### config.mk
export PLATFORM = sky130hd
export DESIGN_NAME = dline_period_cal
export DESIGN_NICKNAME = d
export VERILOG_FILES = /design/src/rtl/dlcal_pkg.sv /design/src/rtl/dlcal_edge_find.sv /design/src/rtl/dlcal_ctrl.sv /design/src/rtl/dlcal_datapath.sv /design/src/rtl/dline_period_cal.sv
export SDC_FILE = /design/constraint.sdc
export NUM_CORES = 1
export LEC_CHECK = 0
export CORE_ASPECT_RATIO = 1.4
export CORE_MARGIN = 1.5
export CORE_UTILIZATION = 49
export CTS_CLUSTER_SIZE = 20
export DETAILED_ROUTE_END_ITERATION = 6
export PLACE_DENSITY = 0.79
export SLEW_MARGIN = 20
export SYNTH_ARGS = -nofsm -noshare
export SYNTH_HDL_FRONTEND = slang
export SYNTH_HIERARCHICAL = 1
export SYNTH_SLANG_ARGS = --single-unit
### constraint.sdc
create_clock -name clk -period 2.3 [get_ports clk]
set_clock_uncertainty 0.05 [all_clocks]
set_input_delay 0.46 -clock clk [delete_from_list [all_inputs] [get_ports clk]]
set_output_delay 0.46 -clock clk [all_outputs]
set_load 0.02 [all_outputs]
### src/rtl/dlcal_pkg.sv
package dlcal_pkg;

  typedef enum logic [1:0] {
    ST_IDLE,
    ST_SETTLE,
    ST_EVAL,
    ST_DONE
  } dlcalState_t;

  // strobes from control to datapath
  typedef struct packed {
    logic clrRun;    // restart: row 0, counter 0, clear result
    logic incCnt;    // advance settle counter
    logic advRow;    // move to next row, remember last tap of this row
    logic latchRes;  // store corrected result and error flag
  } dlcalStrobes_t;

endpackage

### src/rtl/dlcal_edge_find.sv
module dlcal_edge_find #(
  parameter int TAPS  = 16,
  parameter int POS_W = $clog2(TAPS)
) (
  input  logic [TAPS-1:0]  snap,
  input  logic             prevLast,
  output logic             found,
  output logic [POS_W-1:0] pos
);

  logic [TAPS-1:0] trans;

  // transition into tap 0 comes from the previous row's last tap
  assign trans[0] = ~prevLast & snap[0];

  genvar g;
  generate
    for (g = 1; g < TAPS; g++) begin : gTrans
      assign trans[g] = ~snap[g-1] & snap[g];
    end
  endgenerate

  // lowest transition wins
  always_comb begin
    found = |trans;
    pos   = '0;
    for (int i = TAPS - 1; i >= 0; i--) begin
      if (trans[i]) pos = POS_W'(i);
    end
  end

endmodule

### src/rtl/dlcal_ctrl.sv
module dlcal_ctrl
  import dlcal_pkg::*;
(
  input  logic          clk,
  input  logic          rstN,
  input  logic          startPulse,
  input  logic          cntLast,
  input  logic          rowLast,
  input  logic          edgeFound,
  output dlcalStrobes_t strobes,
  output logic          done
);

  dlcalState_t state, nextState;

  always_ff @(posedge clk or negedge rstN) begin
    if (!rstN) state <= ST_IDLE;
    else       state <= nextState;
  end

  always_comb begin
    nextState = state;
    strobes   = '0;
    case (state)
      ST_IDLE, ST_DONE: begin
        if (startPulse) begin
          strobes.clrRun = 1'b1;
          nextState      = ST_SETTLE;
        end
      end
      ST_SETTLE: begin
        strobes.incCnt = 1'b1;
        if (cntLast) nextState = ST_EVAL;
      end
      ST_EVAL: begin
        if (edgeFound || rowLast) begin
          strobes.latchRes = 1'b1;
          nextState        = ST_DONE;
        end else begin
          strobes.advRow = 1'b1;
          nextState      = ST_SETTLE;
        end
      end
      default: nextState = ST_IDLE;
    endcase
  end

  assign done = (state == ST_DONE);

endmodule

### src/rtl/dlcal_datapath.sv
module dlcal_datapath
  import dlcal_pkg::*;
#(
  parameter int ROWS          = 24,
  parameter int TAPS          = 16,
  parameter int SETTLE_CYCLES = 4,
  parameter int CORR_TAPS     = 3,
  localparam int ROW_W = $clog2(ROWS),
  localparam int POS_W = $clog2(TAPS),
  localparam int RES_W = $clog2(ROWS * TAPS),
  localparam int CNT_W = $clog2(SETTLE_CYCLES + 1)
) (
  input  logic             clk,
  input  logic             rstN,
  input  dlcalStrobes_t    strobes,
  input  logic [TAPS-1:0]  snapshot,
  output logic             cntLast,
  output logic             rowLast,
  output logic             edgeFound,
  output logic [ROW_W-1:0] rowSel,
  output logic [RES_W-1:0] tapsPerPeriod,
  output logic             calErr
);

  logic [ROW_W-1:0] rowReg;
  logic [CNT_W-1:0] settleCnt;
  logic             prevLast;
  logic [POS_W-1:0] edgePos;
  logic [RES_W:0]   rawTaps;
  logic             rawTooSmall;

  dlcal_edge_find #(.TAPS(TAPS), .POS_W(POS_W)) edgeFind_i (
    .snap     (snapshot),
    .prevLast (prevLast),
    .found    (edgeFound),
    .pos      (edgePos)
  );

  assign cntLast     = (settleCnt == CNT_W'(SETTLE_CYCLES - 1));
  assign rowLast     = (rowReg == ROW_W'(ROWS - 1));
  assign rawTaps     = (RES_W+1)'(rowReg) * (RES_W+1)'(TAPS) + (RES_W+1)'(edgePos);
  assign rawTooSmall = (rawTaps <= (RES_W+1)'(CORR_TAPS));

  always_ff @(posedge clk or negedge rstN) begin
    if (!rstN) begin
      rowReg    <= '0;
      settleCnt <= '0;
      prevLast  <= 1'b1;
    end else if (strobes.clrRun) begin
      rowReg    <= '0;
      settleCnt <= '0;
      prevLast  <= 1'b1;
    end else if (strobes.advRow) begin
      rowReg    <= rowReg + 1'b1;
      settleCnt <= '0;
      prevLast  <= snapshot[TAPS-1];
    end else if (strobes.incCnt) begin
      settleCnt <= settleCnt + 1'b1;
    end
  end

  always_ff @(posedge clk or negedge rstN) begin
    if (!rstN) begin
      tapsPerPeriod <= '0;
      calErr        <= 1'b0;
    end else if (strobes.clrRun) begin
      tapsPerPeriod <= '0;
      calErr        <= 1'b0;
    end else if (strobes.latchRes) begin
      if (!edgeFound || rawTooSmall) begin
        tapsPerPeriod <= '0;
        calErr        <= 1'b1;
      end else begin
        tapsPerPeriod <= RES_W'(rawTaps - (RES_W+1)'(CORR_TAPS));
        calErr        <= 1'b0;
      end
    end
  end

  assign rowSel = rowReg;

endmodule

### src/rtl/dline_period_cal.sv
module dline_period_cal
  import dlcal_pkg::*;
#(
  parameter int ROWS          = 24,
  parameter int TAPS          = 16,
  parameter int SETTLE_CYCLES = 4,
  parameter int CORR_TAPS     = 3,
  localparam int ROW_W = $clog2(ROWS),
  localparam int RES_W = $clog2(ROWS * TAPS)
) (
  input  logic             clk,
  input  logic             rstN,
  input  logic             startPulse,
  input  logic [TAPS-1:0]  snapshot,
  output logic [ROW_W-1:0] rowSel,
  output logic [RES_W-1:0] tapsPerPeriod,
  output logic             done,
  output logic             calErr
);

  dlcalStrobes_t strobes;
  logic          cntLast;
  logic          rowLast;
  logic          edgeFound;

  dlcal_ctrl ctrl_i (
    .clk        (clk),
    .rstN       (rstN),
    .startPulse (startPulse),
    .cntLast    (cntLast),
    .rowLast    (rowLast),
    .edgeFound  (edgeFound),
    .strobes    (strobes),
    .done       (done)
  );

  dlcal_datapath #(
    .ROWS          (ROWS),
    .TAPS          (TAPS),
    .SETTLE_CYCLES (SETTLE_CYCLES),
    .CORR_TAPS     (CORR_TAPS)
  ) dp_i (
    .clk           (clk),
    .rstN          (rstN),
    .strobes       (strobes),
    .snapshot      (snapshot),
    .cntLast       (cntLast),
    .rowLast       (rowLast),
    .edgeFound     (edgeFound),
    .rowSel        (rowSel),
    .tapsPerPeriod (tapsPerPeriod),
    .calErr        (calErr)
  );

endmodule

# Word level (Yosys, flattened, before mapping)
# Cells that the tools add are included.
dict set report op_classes {
  shifts 0
  n_bitwise 32
  n_mul 0
  n_addsub 4
  n_lt_le_gt_ge 1
  div_mod_pow 0
  mux 39
  eq_ne 7
  n_reduce_logical 10
}
# op count
set ops {}
lappend ops {{4-bit 2-to-1 mux} 16}
lappend ops {{9-bit 2-to-1 mux} 3}
lappend ops {{1-bit AND} 16}
lappend ops {{1-bit NOT} 16}
lappend ops {{16-bit OR reduction} 1}
lappend ops {{9-bit by 4-bit adder with 10-bit output} 1}
lappend ops {{10-bit by 2-bit less-or-equal comparator with 1-bit output (second input constant)} 1}
lappend ops {{1-bit 2-to-1 mux} 10}
lappend ops {{5-bit 2-to-1 mux} 2}
lappend ops {{3-bit 2-to-1 mux} 3}
lappend ops {{9-bit by 2-bit subtractor with 9-bit output (second input constant)} 1}
lappend ops {{2-bit 2-to-1 mux} 4}
lappend ops {{2-bit one-hot mux with 3 select lines} 1}
lappend ops {{5-bit by 1-bit adder with 5-bit output (second input constant)} 1}
lappend ops {{5-bit == test (second input constant)} 1}
lappend ops {{2-bit == test (second input constant)} 2}
lappend ops {{2-bit != test (second input constant)} 2}
lappend ops {{2-bit nonzero test} 2}
lappend ops {{3-bit by 1-bit adder with 3-bit output (second input constant)} 1}
lappend ops {{3-bit by 2-bit == test with 1-bit output (second input constant)} 1}
lappend ops {{3-bit nonzero test} 1}
lappend ops {{2-bit by 1-bit == test with 1-bit output (second input constant)} 1}
lappend ops {{2-bit logical NOT} 1}
lappend ops {{1-bit logical OR} 2}
lappend ops {{other kinds (3)} 3}
dict set report totals {
  reg_bits 21
  n_memories 0
  ram_bits 0
  out_inout_bits 16
  elab_cells 99
  rom_bits 0
  latch_bits 0
}

# Depth between registers and ports, before layout
# Gate-level depths: netlist of the first run.
dict set report depth {
  word_depth 24
  ltp_mapped 10
}

# By module
# Netlist of the first run, hierarchy kept.
# module area_per_inst_um2 seq_area_each_um2 cells_per_inst n_inst
set by_module_without_submodules {}
lappend by_module_without_submodules {dlcal_datapath 993.5 476.7 93 1}
lappend by_module_without_submodules {dlcal_edge_find 300.3 0.0 51 1}
lappend by_module_without_submodules {dlcal_ctrl 180.2 50.0 18 1}

# Worst setup path after synthesis of the first run
# OpenSTA, ideal clock, no wires.
dict set report synth_timing {
  kind {input port to flip-flop}
  startpoint {in snapshot[5]}
  endpoint {reg dp_i.tapsPerPeriod[0]}
  setup_ns 0.151
  t_required_ns 2.099
  path_buffers 0
  arrival_time_ns 2.193
  stages 9
  setup_slack_ns -0.094
  cell_sequence {and2b_1 > a221oi_1 > a21oi_1 > a211oi_1 > ha_1 > a21o_1 > nand3_1 > nand2_1 > o21ai_0}
}
dict set report synth_via {
  elab_chain_len 15
  elab_cells_between_ends 23
}
# item line_no
set synth_rtl {}
lappend synth_rtl {{start, declared} dline_period_cal.sv:14} ;# input logic [TAPS-1:0] snapshot,
lappend synth_rtl {{1-bit NOT} dlcal_edge_find.sv:19} ;# assign trans[g] = ~snap[g-1] & snap[g];
lappend synth_rtl {{1-bit AND} dlcal_edge_find.sv:19}
lappend synth_rtl {{4-bit 2-to-1 mux} dlcal_edge_find.sv:28} ;# if (trans[i]) pos = POS_W'(i);
lappend synth_rtl {{4-bit 2-to-1 mux * (6 in series)} dlcal_edge_find.sv:28}
lappend synth_rtl {{named net dp_i.edgePos[0]} dlcal_datapath.sv:28} ;# logic [POS_W-1:0] edgePos;
lappend synth_rtl {{9-bit by 4-bit adder with 10-bit output *} dlcal_datapath.sv:41} ;# assign rawTaps = (RES_W+1)'(rowReg) * (RES_W+1)'(TAPS) + (RES_W+1)'(edgePos);
lappend synth_rtl {{10-bit by 2-bit less-or-equal comparator with 1-bit output} dlcal_datapath.sv:42} ;# assign rawTooSmall = (rawTaps <= (RES_W+1)'(CORR_TAPS));
lappend synth_rtl {{1-bit logical OR} dlcal_datapath.sv:70} ;# if (!edgeFound || rawTooSmall) begin
lappend synth_rtl {{9-bit 2-to-1 mux *} dlcal_datapath.sv:70}
lappend synth_rtl {{9-bit 2-to-1 mux *} dlcal_datapath.sv:69} ;# end else if (strobes.latchRes) begin
lappend synth_rtl {{9-bit 2-to-1 mux *} dlcal_datapath.sv:66} ;# end else if (strobes.clrRun) begin
lappend synth_rtl {{end signal, assigned} dlcal_datapath.sv:74} ;# tapsPerPeriod <= RES_W'(rawTaps - (RES_W+1)'(CORR_TAPS));
lappend synth_rtl {{end, declared} dlcal_datapath.sv:21} ;# output logic [RES_W-1:0] tapsPerPeriod,
# The timed path passes the listed nets; every way through them passes the cells marked *. The select of a mux whose other input is x is not followed.
# A chain may end at the register's enable or synchronous reset.

# Worst setup path in the final report of the first run
dict set report layout_timing {
  startpoint {in snapshot[3]}
  endpoint {reg dp_i.tapsPerPeriod[6]}
}
dict set report layout_via {
  elab_chain_len 13
  elab_cells_between_ends 21
}
# item line_no
set layout_rtl {}
lappend layout_rtl {{1-bit NOT} dlcal_edge_find.sv:19}
lappend layout_rtl {{1-bit AND} dlcal_edge_find.sv:19}
lappend layout_rtl {{4-bit 2-to-1 mux} dlcal_edge_find.sv:28}
lappend layout_rtl {{4-bit 2-to-1 mux * (4 in series)} dlcal_edge_find.sv:28}
lappend layout_rtl {{named net dp_i.edgePos[3]} dlcal_datapath.sv:28}
lappend layout_rtl {{9-bit by 4-bit adder with 10-bit output *} dlcal_datapath.sv:41}
lappend layout_rtl {{10-bit by 2-bit less-or-equal comparator with 1-bit output} dlcal_datapath.sv:42}
lappend layout_rtl {{1-bit logical OR} dlcal_datapath.sv:70}
lappend layout_rtl {{9-bit 2-to-1 mux *} dlcal_datapath.sv:70}
lappend layout_rtl {{9-bit 2-to-1 mux *} dlcal_datapath.sv:69}
lappend layout_rtl {{9-bit 2-to-1 mux *} dlcal_datapath.sv:66}
# Marks and branches as above.

==> metrics.txt, run 1 <==
CTS buffer count 3; row cnt 23; Die Span Y a little under 70 um; Final Hold Viols 0; Detail Route Antenna Nets 0; Finish-stage setup viols 0; critical-path maximum fanout 3; max_slew headroom 72.8%; clock-pin slew on the worst setup and hold paths ~80 ps; io pins 35; Final Max Slew Viols 0; Post-synth EDFFs 0; switching share of power a little over a third; via density per instance about 5.6; # hold bufs at CTS 0; area grow syn2layout 53.2%; Skew-Pair Late Insertion Delay approximately 260 ps; drt pass-1 iters 4; vias in the first global route roughly 1400; LEAKAGE between 0.001 and 0.0015 uW; fraction of layout cells with a size suffix above 1 a little under two fifths; Hold Slack around 440 ps; clock group share of total power between 10% and 20%; #FFs+latches synth 21; Multi-input gate area between 0.001 and 0.0015 sq mm; largest net degree at the start of global routing 22; share of power burned in registers between 30% and 40%; worst path required time ~2400 ps; Syn Nets 191; CTS H-Tree Depth 1; min Tclk post-route between 2000 and 2500 ps; Comb power frac between 40% and 50%; Longest Clk Path Bufs 2; DRC viols 0; Cells after Synth 162; CTS tree built; period utilization between 90% and 100%; core area ~0.0029 sq mm; Netlist Area Pre-Place around 0.0015 sq mm; max-cap violations 0; 1st-iter DRT viols 40; setup_tns 0 ps; storage element area roughly 530 sq um; status finished, final reports clean; Max Fclk about 440 MHz; sequential share of the synthesized area 35.7%; Synth Warn # 6; clk root buf clkbuf_8; Initial Util roughly half; Congestion Overflow GR 0; Worst-Margin Slew slightly above 400 ps; crit path kind input pin to register; Sink Count 21; worst vdd ir approximately 620 uV; Routed Wire Length roughly 4200 um; Psw between 500 and 600 uW; nets 255; Die W about 49 um; Most used DFF post-synth dfrtp_1; R2R setup slack ~180 ps; Synth cell types 47; power per standard cell area 617 mW/mm^2; detailed-route via count 1474; antenna violations before repair 0; GPL Wtd Cong 0.835; Syn Area/Cell between 9 and 10 sq um; first-pass GRT wire length between 6000 and 7000 um; cell internal pwr between 800 and 900 uW; post-DR wirelength/cell 15.9 um; hpwl dp approximately 2800 um; Crit. End Element register; n_diodes 0; Startpoint Class input pin; async set-reset flop share out of synthesis 100%; type of the most critical hold path register to register; GRT Total Usage 23.4%; Final Total Pwr ~1400 uW; IO buf count 34; CP arrival 2380 ps; # fillers between 200 and 250; full die area between 0.003 and 0.004 sq mm
synthesized netlist by cell type (2+ instances only):
cell type / number / area, sq um
ha_1: 10 / 125
mux2i_1: 4 / 40.0
o21ai_2: 2 / 17.5
nand4_1: 3 / 18.8
nand2b_1: 2 / 12.5
a211oi_1: 2 / 15.0
a32o_1: 2 / 20.0
o22ai_1: 3 / 18.8
nor3_1: 3 / 15.0
nand2_1: 15 / 56.3
nor2b_1: 4 / 25.0
xnor2_1: 5 / 43.8
o21a_1: 2 / 15.0
nor2_1: 15 / 56.3
or2_2: 2 / 12.5
and2b_1: 4 / 30.0
a21o_1: 2 / 15.0
dfrtp_1: 20 / 500
xor2_1: 6 / 52.6
inv_1: 14 / 52.6
a311oi_1: 2 / 17.5
nand3_1: 2 / 10.0
a21oi_1: 6 / 30.0
o21ai_0: 9 / 45.0
timing repair:
item,4_1_cts,5_1_grt
pin swaps,22,18
buffers inserted,2,2
resized for setup,45,33
cloned,0,0
setup endpoints to repair,20,13
sequential cells by signal (all words and copies together) (netlist names):
name,cells
dp_i/calErr,1
dp_i/settleCnt,3
dp_i/tapsPerPeriod,9
dp_i/rowSel,5
dp_i/prevLast,1
ctrl_i/state,2
per-stage QoR:
| stage | cells | instance area [sq um] | util, % | setup WS, ps |
|---|---|---|---|---|
| floorplan | 162 | 1480 | - | 28.0 |
| global placement | 254 | 2030 | 70.5 | -512 |
| detailed placement | 254 | 2030 | 70.5 | -591 |
| finish | 262 | 2260 | 78.5 | 17.5 |
| CTS | 260 | 2180 | 75.7 | 22.7 |
| global route | 262 | 2260 | 78.5 | -83.9 |
worst paths after layout:
path                                  startpoint                     to  cells after the start
setup reg to reg                   dp_i/prevLast  dp_i/tapsPerPeriod[6]                      8
max in group asynchronous                   rstN          dp_i/prevLast                      2
setup / recovery                     snapshot[3]  dp_i/tapsPerPeriod[6]                     10
hold / removal             dp_i/tapsPerPeriod[8]  dp_i/tapsPerPeriod[8]                      2
min in group asynchronous                   rstN            dp_i/calErr                      2
hold reg to reg            dp_i/tapsPerPeriod[8]  dp_i/tapsPerPeriod[8]                      2
cells in the final DEF (no fill, tap or decap), types with 2 or more instances in the layout:
cell             instances
nor3_1                   3
ha_1                     9
xnor2_1                  4
a311oi_2                 2
o22ai_1                  3
nand2_2                  3
dlygate4sd2_1            7
clkdlybuf4s15_1          3
o21ai_0                  3
dfrtp_1                 20
or2_4                    2
inv_1                   13
nand2_1                 12
mux2i_1                  4
clkbuf_8                 3
buf_4                   27
xor2_1                   5
o21ai_2                  5
o21ai_1                  4
a211oi_2                 2
o21a_1                   2
nor2b_4                  3
and2b_2                  3
clkbuf_2                 5
clkdlybuf4s50_1         18
nor2b_1                  2
a21o_1                   2
a21oi_1                  4
nand4_1                  3
a21oi_2                  2
nor2_2                   5
nand2b_4                 2
nor2_1                  11
cell type report:
cell class                      instances  share of cell area [%]
Multi-Input combinational cell        124                    47.1
Sequential cell                        21                    23.3
Timing Repair Buffer                   62                    23.2
Inverter                               14                    2.33
Tap cell                               37                    2.05
Clock buffer                            3                    1.83
Clock inverter                          1                   0.222
power by group through the flow:
stage / logic, uW / clock network, uW / registers (uW)
after floorplan: 330 / 0 / 515
after global placement: 569 / 0 / 484
after detailed placement: 601 / 0 / 491
after CTS: 637 / 244 / 484
after global routing: 731 / 255 / 491
final: 672 / 236 / 484
cells by family (layout without fill, tap and decap cells):
family	after synthesis	after routing	synth area share [%]
and+or+nand+nor	61	61	22.6
AOI/OAI and AO/OA	38	38	19.0
DFF	21	21	35.7
buffers and inverters	17	80	4.92
xor gates and xnor gates	11	11	6.54
adders and majority gates	10	10	8.49
muxes	4	4	2.72
worst max-delay path, cell delays in order:
cell and delay, ps:
dlygate4sd2_1 250, buf_4 140, or2_4 230, o21a_1 230, buf_4 170, nor3b_4 290
nor3_4 100, o21ai_2 210, xor2_1 200, o21ai_1 90
layer usage:
| metal | wire, um | GRT usage, % | vias to the layer above |
|---|---|---|---|
| li1 | - | - | 695 |
| met1 | 1640 | 25.5 | 737 |
| met2 | 2370 | 47.0 | 34 |
| met3 | 84 | 2.62 | 8 |
| met4 | 80 | 7.14 | 0 |
| met5 | 0 | 0 | - |
Power figures use the tool's default switching activity.
==> inputs of run 2 (changes only) <==
- CAP_MARGIN: unset -> 0
==> results of run 2 <==
The final DEF is identical to that of run 1; final timing and power are the same.
==> inputs of run 3 (changes only) <==
- CORE_ASPECT_RATIO: 1.4 -> unset
- PLACE_DENSITY: 0.79 -> 0.86
- SETUP_SLACK_MARGIN: unset -> 0.1
==> run 3 against run 2 <==
The flow now finishes with violations (design-rule violations). Wire length rose by 9.6%. Sequential cell count did not move. Sequential share of layout area fell by 0.052 points. Largest cell class unchanged.
==> metrics.txt, run 3 (synthesis gave the netlist of run 1 again) <==
status finished with violations; failing checks design-rule violations; reg2reg start dp_i/prevLast; Initial Util 52.5% (+1.3 points); max reg flops 9 (unchanged); detailed-route via count 1551 (+5.2%); # hold bufs at CTS 0 (unchanged); 1st-iter DRT viols 109 (+170%); commonest non-fill, non-tap cells in the layout buf_4, dfrtp_1, clkdlybuf4s50_1; clk root buf clkbuf_4; Most flops, register dp_i/tapsPerPeriod; power per standard cell area 600 mW/mm^2 (-2.7%); Detail Route Antenna Nets 0 (unchanged); max_slew headroom 74.0% (+1.2 points); crit-path cells dlygate4sd2_1 -> a221o_1 -> a311oi_2 -> a21oi_2 -> nor2_2 -> ha_4 -> a21o_1 -> nand3_4 -> a32o_1; post-DR wirelength/cell 17.3 um (+8.8%); kind of cell adding the most delay to the critical path compound AO/OA/AOI/OAI gates; LEAKAGE 0.00109 uW (+1.9%); Die W 57.8 um (+17%); storage element area 527 sq um (unchanged); DRC viols 4 (+4); row cnt 19 (-17%); Die Span Y 57.8 um (-15%); R2R setup slack 200 ps (+20 ps); GPL Wtd Cong 0.890 (+6.7%); Worst-Margin Slew 390 ps (-17.8 ps); Final Total Pwr 1360 uW (-2.5%); CTS H-Tree Depth 1 (unchanged); Setup WS post-layout 153 ps (+136 ps); area grow syn2layout 53.6%; Startpoint Class input pin; io pins 35 (unchanged); switching share of power 38.0% (+2.0 points); CTS buffer count 3 (unchanged); n_diodes 0 (unchanged); crit path kind input pin to register; fraction of layout cells with a size suffix above 1 39.5% (+2.6 points); Post-Layout Cell Count 264 (+0.76%); cell internal pwr 842 uW (-5.5%); Longest Clk Path Bufs 2 (unchanged); FF-to-FF path depth 6 (-2); full die area 0.00335 sq mm (-0.14%); Critical R2R Capture dp_i/tapsPerPeriod[1]; Multi-input gate area 0.00106 sq mm (-0.24%); Psw 516 uW (+2.9%); Finish-stage setup viols 0 (unchanged); Max Fclk 466 MHz (+6.3%); clock group share of total power 13.1% (-3.9 points); min Tclk post-route 2150 ps (-136 ps); vias in the first global route 1581 (+11%); worst path required time 2450 ps (+60 ps); share of power burned in registers 35.9% (+1.1 points); Congestion Overflow GR 0 (unchanged); # fillers 161 (-20%); type of the most critical hold path input pin to async pin; instance count on the critical path 9 (-1); Final Hold Viols 0 (unchanged); antenna violations before repair 0 (unchanged); GRT Total Usage 28.0% (+4.6 points); Final Max Slew Viols 0 (unchanged); Routed Wire Length 4570 um (+9.6%); worst vdd ir 737 uV (+18%); commonest non-fill, non-tap cell in the layout buf_4; Sink Count 21 (unchanged); IO buf count 34 (unchanged); Inst Count DP 254 (unchanged); core area 0.00281 sq mm (-2.5%); Hold Slack 429 ps (-8.09 ps); CTS tree built; Comb power frac 51.1% (+2.8 points); max-cap violations 0 (unchanged); CP bufs+invs 1 (-2); CP arrival 2300 ps (-80 ps); clock-pin slew on the worst setup and hold paths 110 ps (+30 ps); Crit. End Element register; via density per instance 5.88 (+4.4%); nets 263 (+3.1%); largest net degree at the start of global routing 22 (unchanged); first-pass GRT wire length 7200 um (+19%); hpwl dp 3010 um (+8.0%); unrepaired setup endpoints after global routing no; CP max stage cell a221o_1; Largest stage delay, worst path 340 ps (+50 ps); Setup WS pre-CTS -642 ps (-50.5 ps); period utilization 93.3% (-5.9 points); critical-path maximum fanout 3 (unchanged); Skew-Pair Late Insertion Delay 300 ps (+40 ps); drt pass-1 iters 7 (+3)
[run 3: cell count changes in the layout (fill, tap and decap cells not counted), moves of 2 or more]
cell / previous run / this run
clkbuf_8: 3 / 0
clkbuf_4: 0 / 3
o21ai_1: 4 / 1
clkdlybuf4s15_1: 3 / 1
clkbuf_2: 5 / 8
buf_4: 27 / 36
nor2_2: 5 / 3
nor2_1: 11 / 13
o21ai_0: 3 / 6
[run 3: how the worst max path moves through the flow]
| stage | start | to | slack [ps] |
|---|---|---|---|
| 5_1_grt | snapshot[9] | dp_i/rowSel[4] | 110 |
| 2_1_floorplan | snapshot[4] | dp_i/tapsPerPeriod[6] | 110 |
| 6_report | snapshot[13] | dp_i/tapsPerPeriod[1] | 150 |
| 3_3_place_gp | snapshot[14] | dp_i/tapsPerPeriod[8] | -470 |
| 3_5_place_dp | snapshot[14] | dp_i/tapsPerPeriod[8] | -640 |
| 4_1_cts | snapshot[10] | dp_i/rowSel[4] | 100 |
[run 3: layout make-up]
cell class / count / share of cell area, %
multi-input cells: 124 / 46.9
repair buffers: 70 / 24.7
flip-flops and latches: 21 / 23.3
inverters: 14 / 2.32
well taps: 31 / 1.71
clock buffers: 4 / 1.16
[run 3: metrics by stage]
| step | setup TNS, ps | area, sq um | utilization (%) |
|---|---|---|---|
| floorplan | 0 | 1490 | - |
| global placement | -6990 | 2080 | 74.1 |
| detailed placement | -8950 | 2080 | 74.1 |
| CTS | 0 | 2250 | 80.2 |
| global route | 0 | 2260 | 80.7 |
| finish | 0 | 2260 | 80.7 |
[run 3: worst reg2reg max path: cells and delay by family, from the launching register on]
| kind | cells | cell delay (ps) |
|---|---|---|
| compound gates | 4 | 830 |
| flops | 1 | 590 |
| simple gates | 2 | 530 |
[run 3: metal layers]
layer  GRT usage, %  up-vias  wire length, um
met5              0        -                0
met4           8.97        0              110
met1           31.9      751             1810
met2           51.3       71             2360
li1               -      715                -
met3           6.70       14              283
[run 3: power groups by stage]
stage / logic, uW / registers [uW] / clock network (uW)
CTS: 660 / 482 / 177
finish: 694 / 487 / 178
global placement: 576 / 482 / 0
detailed placement: 614 / 490 / 0
floorplan: 335 / 515 / 0
global route: 749 / 492 / 192
[run 3: what timing repair did]
action	in CTS	in global routing
endpoints found under the setup margin	20	14
resized for setup	51	23
setup buffers	5	1
pin swaps	26	19
